[config.mk]
export PLATFORM = sky130hd
export DESIGN_NAME = wake_timer
export DESIGN_NICKNAME = d
export VERILOG_FILES = /design/src/rtl/wt_pkg.sv /design/src/rtl/wt_regs.sv /design/src/rtl/wt_count.sv /design/src/rtl/wake_timer.sv
export SDC_FILE = /design/constraint.sdc
export NUM_CORES = 1
export LEC_CHECK = 0
export BUFFER_PORTS_ARGS = -buffer_cell sky130_fd_sc_hd__buf_4
export CAP_MARGIN = 40
export CELL_PAD_IN_SITES_DETAIL_PLACEMENT = 1
export CELL_PAD_IN_SITES_GLOBAL_PLACEMENT = 1
export CORE_ASPECT_RATIO = 1.2
export CORE_MARGIN = 10
export CORE_UTILIZATION = 51
export CTS_BUF_LIST = sky130_fd_sc_hd__clkbuf_16
export CTS_CLUSTER_SIZE = 40
export DETAILED_ROUTE_END_ITERATION = 8
export HOLD_SLACK_MARGIN = 0.06
export PLACE_DENSITY_LB_ADDON = 0.1
export SETUP_SLACK_MARGIN = 0.5
export SLEW_MARGIN = 20
export SYNTH_ARGS = -nofsm -noshare
export SYNTH_HDL_FRONTEND = slang
export SYNTH_SLANG_ARGS = --single-unit
[constraint.sdc]
create_clock -name clk -period 5.5 [get_ports clk]
set_input_delay 0.275 -clock clk [delete_from_list [all_inputs] [get_ports clk]]
set_output_delay 0.275 -clock clk [all_outputs]
set_load 0.1 [all_outputs]
[src/rtl/wt_pkg.sv]
package wt_pkg;
    localparam int WT_OFS_LO   = 'h00;
    localparam int WT_OFS_HI   = 'h04;
    localparam int WT_OFS_CTRL = 'h10;
    localparam int WT_OFS_STAT = 'h18;

    // bit 0 run, bit 1 single-shot, bit 2 unmask
    typedef struct packed {
        logic unmask;
        logic one_shot;
        logic run;
    } wt_ctrl_t;

    localparam int WT_CTRL_W = $bits(wt_ctrl_t);
endpackage

[src/rtl/wt_regs.sv]
module wt_regs
    import wt_pkg::*;
#(
    parameter int ADDR_W = 5,
    parameter int DATA_W = 32
) (
    input  logic                  clk,
    input  logic                  rst_n,
    input  logic [ADDR_W-1:0]     addr,
    input  logic [DATA_W-1:0]     wdata,
    input  logic                  we,
    input  logic                  re,
    input  logic                  expire,
    output logic [DATA_W-1:0]     rdata,
    output logic [2*DATA_W-1:0]   load_val,
    output wt_ctrl_t              ctrl,
    output logic                  start,
    output logic                  flag
);
    typedef struct packed {
        logic [DATA_W-1:0] lo;
        logic [DATA_W-1:0] hi;
        wt_ctrl_t          ctrl;
        logic              flag;
    } regs_t;

    regs_t st_d, st_q;

    logic sel_lo, sel_hi, sel_ctrl, sel_stat, clr_req;

    always_comb begin
        sel_lo   = (addr == ADDR_W'(WT_OFS_LO));
        sel_hi   = (addr == ADDR_W'(WT_OFS_HI));
        sel_ctrl = (addr == ADDR_W'(WT_OFS_CTRL));
        sel_stat = (addr == ADDR_W'(WT_OFS_STAT));
        clr_req  = we && sel_stat && wdata[0];

        st_d  = st_q;
        start = 1'b0;
        if (we && sel_lo)   st_d.lo = wdata;
        if (we && sel_hi)   st_d.hi = wdata;
        if (we && sel_ctrl) begin
            st_d.ctrl = wt_ctrl_t'(wdata[WT_CTRL_W-1:0]);
            start     = wdata[0] && !st_q.ctrl.run;
        end
        if (clr_req) st_d.flag = 1'b0;
        if (expire)  st_d.flag = 1'b1;   // new expiry beats a clear

        rdata = '0;
        if (re) begin
            if (sel_lo)        rdata = st_q.lo;
            else if (sel_hi)   rdata = st_q.hi;
            else if (sel_ctrl) rdata = {{(DATA_W-WT_CTRL_W){1'b0}}, st_q.ctrl};
            else if (sel_stat) rdata = {{(DATA_W-1){1'b0}}, st_q.flag};
        end
    end

    always_ff @(posedge clk or negedge rst_n) begin
        if (!rst_n) st_q <= '0;
        else        st_q <= st_d;
    end

    assign load_val = {st_q.hi, st_q.lo};
    assign ctrl     = st_q.ctrl;
    assign flag     = st_q.flag;

    p_expire_wins_r9: assert property (@(posedge clk) disable iff (!rst_n)
        expire |=> flag);

    p_flag_sticky_r8: assert property (@(posedge clk) disable iff (!rst_n)
        (flag && !expire && !(we && sel_stat && wdata[0])) |=> flag);
endmodule

[src/rtl/wt_count.sv]
module wt_count #(
    parameter int CNT_W = 64
) (
    input  logic             clk,
    input  logic             rst_n,
    input  logic             run,
    input  logic             one_shot,
    input  logic             tick,
    input  logic             start,
    input  logic [CNT_W-1:0] load_val,
    output logic             expire
);
    typedef struct packed {
        logic [CNT_W-1:0] cnt;
        logic             done;
    } cnt_t;

    cnt_t c_d, c_q;

    always_comb begin
        c_d    = c_q;
        expire = 1'b0;
        if (start) begin
            c_d.cnt  = load_val;
            c_d.done = 1'b0;
        end else if (run && tick && !c_q.done) begin
            if (c_q.cnt == '0) begin
                expire = 1'b1;
                if (one_shot) c_d.done = 1'b1;
                else          c_d.cnt  = load_val;
            end else begin
                c_d.cnt = c_q.cnt - 1'b1;
            end
        end
    end

    always_ff @(posedge clk or negedge rst_n) begin
        if (!rst_n) c_q <= '0;
        else        c_q <= c_d;
    end

    p_start_load_r3: assert property (@(posedge clk) disable iff (!rst_n)
        start |=> (c_q.cnt == $past(load_val)) && !c_q.done);

    p_idle_hold_r3: assert property (@(posedge clk) disable iff (!rst_n)
        (!run && !start) |=> $stable(c_q.cnt));

    p_periodic_reload_r5: assert property (@(posedge clk) disable iff (!rst_n)
        (expire && !one_shot) |=> c_q.cnt == $past(load_val));

    p_single_hold_r6: assert property (@(posedge clk) disable iff (!rst_n)
        (expire && one_shot) |=> (c_q.done && c_q.cnt == '0));
endmodule

[src/rtl/wake_timer.sv]
module wake_timer
    import wt_pkg::*;
#(
    parameter int ADDR_W = 5,
    parameter int DATA_W = 32
) (
    input  logic              clk,
    input  logic              rst_n,
    input  logic [ADDR_W-1:0] bus_addr,
    input  logic [DATA_W-1:0] bus_wdata,
    input  logic              bus_we,
    input  logic              bus_re,
    output logic [DATA_W-1:0] bus_rdata,
    input  logic              tick_en,
    output logic              irq
);
    localparam int CNT_W = 2 * DATA_W;

    wt_ctrl_t         ctrl;
    logic [CNT_W-1:0] load_val;
    logic             start, expire, flag;

    wt_regs #(.ADDR_W(ADDR_W), .DATA_W(DATA_W)) regs_i (
        .clk(clk), .rst_n(rst_n), .addr(bus_addr), .wdata(bus_wdata),
        .we(bus_we), .re(bus_re), .expire(expire), .rdata(bus_rdata),
        .load_val(load_val), .ctrl(ctrl), .start(start), .flag(flag)
    );

    wt_count #(.CNT_W(CNT_W)) count_i (
        .clk(clk), .rst_n(rst_n), .run(ctrl.run), .one_shot(ctrl.one_shot),
        .tick(tick_en), .start(start), .load_val(load_val), .expire(expire)
    );

    assign irq = flag && ctrl.unmask;
endmodule

==> metrics.yaml <==
drt:
  vias: 7043
  viasPerCell: 6.588
  first_iter_violations: 510
  ant_nets: 0
  drc: 0
  totalWireLength_mm: 27.19
  dr.pass1.iters: 5
  wl_per_cell_um: 25.43
placement:
  place_hpwl_mm: 18.80
  io_buffers: 74
  routabilityCongestion: 0.9186
  post_dp_cell_area_mm2: 0.008578
yosys:
  ys.warnings.count: 0
  ys_seq_area_frac: 0.4262
  ys_ff_latch: 133
  synth_area_mm2: 0.007809
  synth_top_area_frac: 0.4262
  async_flop_share: 1.000
  syn_nets: 833
  syn_area_per_cell_um2: 9.897
  synth_edf_count: 0
  synth.area.top_cells: "dfrtp_1 43%, mux2_2 10%, a22oi_1 4.1%"
  yosysUniqueCellTypes: 60
  synth_flop_cell: "dfrtp_1"
  yosysTopAreaCell: "dfrtp_1"
  synthCells: 789
global_route:
  grt_use_total: 0.2618
  grt_max_degree: 76
  use_met2: 0.4814
  grt_util_met3: 0.04704
  grt_antenna_before_repair: 0
  grt_pass1_vias: 7518
  grt_overflow_total: 0
  use_met1: 0.2898
  busiest_layer: "met2"
  grt_first_pass_wirelength_mm: 43.07
sta:
  timing.fmax_ghz: 0.2684
  rsz0062_at_grt: "no"
  tightest_slew_ns: 0.8835
  finalCriticalPeriod_ns: 3.725
  skew_ns: 0.01098
  final_max_slew_viol_count: 0
  post-route-period-util: 0.6774
  hold_ws_ns: 0.07709
  final-setup-viol-count: 0
  final-hold-violation-count: 0
  slew_headroom: 0.4061
  setup-tns-final_ns: 0
final_layout:
  multi_input_area_mm2: 0.004153
  regArea_mm2: 0.003328
  fillers: 1656
  finish.instance_area_mm2: 0.009189
  drive_gt1_frac: 0.2566
  fin_util: 0.6117
  layout.nets: 896
  n_antenna_cell: 0
  syn2layout_area_growth_pct: 17.67
cts:
  cts_made_buffers: 17
  postCtsSetupBuffers: 0
  clk_pin_slew_ns: 0.06
  htreeDepth: 4
  cts-root-buf: "clkbuf_16"
  clkSinkCount: 133
  clockBufferDepth: 2
  cts_resized: 0
  clkLatencyLatePin_ns: 0.44
  cts_tree: "done"
floorplan:
  rows: 49
  core_area_mm2: 0.01502
  initial_core_util: 0.5199
  io_pins: 75
  die_w_um: 133.0
  die_h_um: 155.6
  die-area_mm2: 0.02068
critical_path:
  cp_max_fo: 62
  path_class: "reg -> reg"
  critPathLaunchType: "flip-flop"
  slowest_stage: "nor4_1"
  crit_chain: "nor4_1 > nand4_1 > nor3_2 > a21oi_4 > buf_4 > mux2_1 > o22a_1"
  end_kind: "flip-flop"
  r2r_cells: 7
  crit_arrival_ns: 4.05
  worst_ep_required_time_ns: 5.82
  cpPeakStageDelay_ns: 0.77
pwr:
  vdd_drop_max_mv: 0.2145
  leakagePower_nw: 3.963
  power_density_mw_per_mm2: 313.7
worst_hold_path:
  hold_path.class: "in -> reg"
  worstHoldPathCells: 2
run_status:
  status: "complete, no violations"
run:
  max_cap_viol_count: 0
-- state kept, by name, summed over array words and instances, names as in the netlist --
name,flops
regs_i.load_val,64
regs_i.flag,1
count_i.c_q,65
regs_i.ctrl,3
-- worst max-delay path, delay by kind of cell, from the launching register on --
| kind | cells | cell delay (ns) |
|---|---|---|
| mux | 1 | 0.44 |
| buf+inv | 1 | 0.45 |
| simple gates | 3 | 1.75 |
| flops | 1 | 0.45 |
| compound gates | 2 | 0.47 |
-- cell type report --
cell class	count	area share
clock inverters	15	0.01552
inverters	25	0.01021
repair buffers	97	0.08606
clock buffers	17	0.04630
multi-input cells	578	0.4519
well taps	204	0.02778
flip-flops and latches	133	0.3622
-- layer usage --
metal,vias to the layer above,wire (µm)
met5,-,0
met4,0,935
met3,71,1126
met2,205,14710
met1,3655,10420
li1,3112,-
-- cell usage after synthesis, types with 17 or more instances --
library cell	number
nand3_1	32
a22oi_1	43
nand2_1	51
o21ai_0	29
nor2b_1	31
dfrtp_1	133
clkbuf_1	24
nor3_1	32
nor2_1	35
mux2_2	71
o22a_1	17
nor4_1	22
mux2i_1	28
inv_1	25
a21oi_1	36
-- timing repair --
action	in CTS	in global routing
endpoints found under the hold margin	74	0
setup endpoints to repair	0	0
hold buffers	1	0
-- final timing paths --
kind	from	endpoint	slack [ns]
worst max-delay path	count_i.c_q[33]	count_i.c_q[34]	1.77
worst min-delay path	bus_wdata[22]	regs_i.load_val[54]	0.08
worst max register to register	count_i.c_q[33]	count_i.c_q[34]	1.77
worst min register to register	count_i.c_q[0]	regs_i.flag	0.53
max in group asynchronous	rst_n	count_i.c_q[55]	4.06
min in group asynchronous	rst_n	regs_i.load_val[36]	0.47
-- metrics by stage --
stage,total power [mW],cells,setup WS [ns]
after CTS,2.878,1067,1.800
final,2.883,1069,1.775
after global placement,1.735,1028,1.858
after floorplan,1.554,789,2.395
after detailed placement,1.771,1034,1.804
after global routing,2.995,1069,1.516
-- kinds of logic after synthesis --
family | after synthesis | synth area share
buffers and inverters | 78 | 0.04615
DFF | 133 | 0.4262
adders and majority gates | 2 | 0.003204
and+or+nand+nor | 271 | 0.1926
AOI/OAI and AO/OA | 197 | 0.1806
muxes | 108 | 0.1513
-- power by group --
| part | switching, mW | leakage, nW | total (mW) | internal, mW |
|---|---|---|---|---|
| clock network | 0.451 | 0.279 | 1.11 | 0.660 |
| logic | 0.240 | 2.00 | 0.431 | 0.191 |
| registers | 0.210 | 1.69 | 1.34 | 1.13 |
-- placed cells by master, fill, tap and decap left out, types with 6 or more instances in the layout --
master and n:
a2bb2oi_1 7, a21oi_2 7, o21ai_0 29, nor2b_1 31, clkbuf_16 17, o22a_1 17
mux2i_1 28, o22ai_1 11, buf_4 88, dfrtp_1 133, a21oi_1 36, mux2_2 71
nor3_1 30, o2bb2ai_1 9, or3_1 6, nand3_1 32, mux2_1 9, inv_1 28
nand4_1 16, nand2_1 51, nor2_1 34, o2bb2a_1 11, nor4_1 22, or4_1 9
a22oi_1 43, and3_1 9
Power figures use the tool's default switching activity.
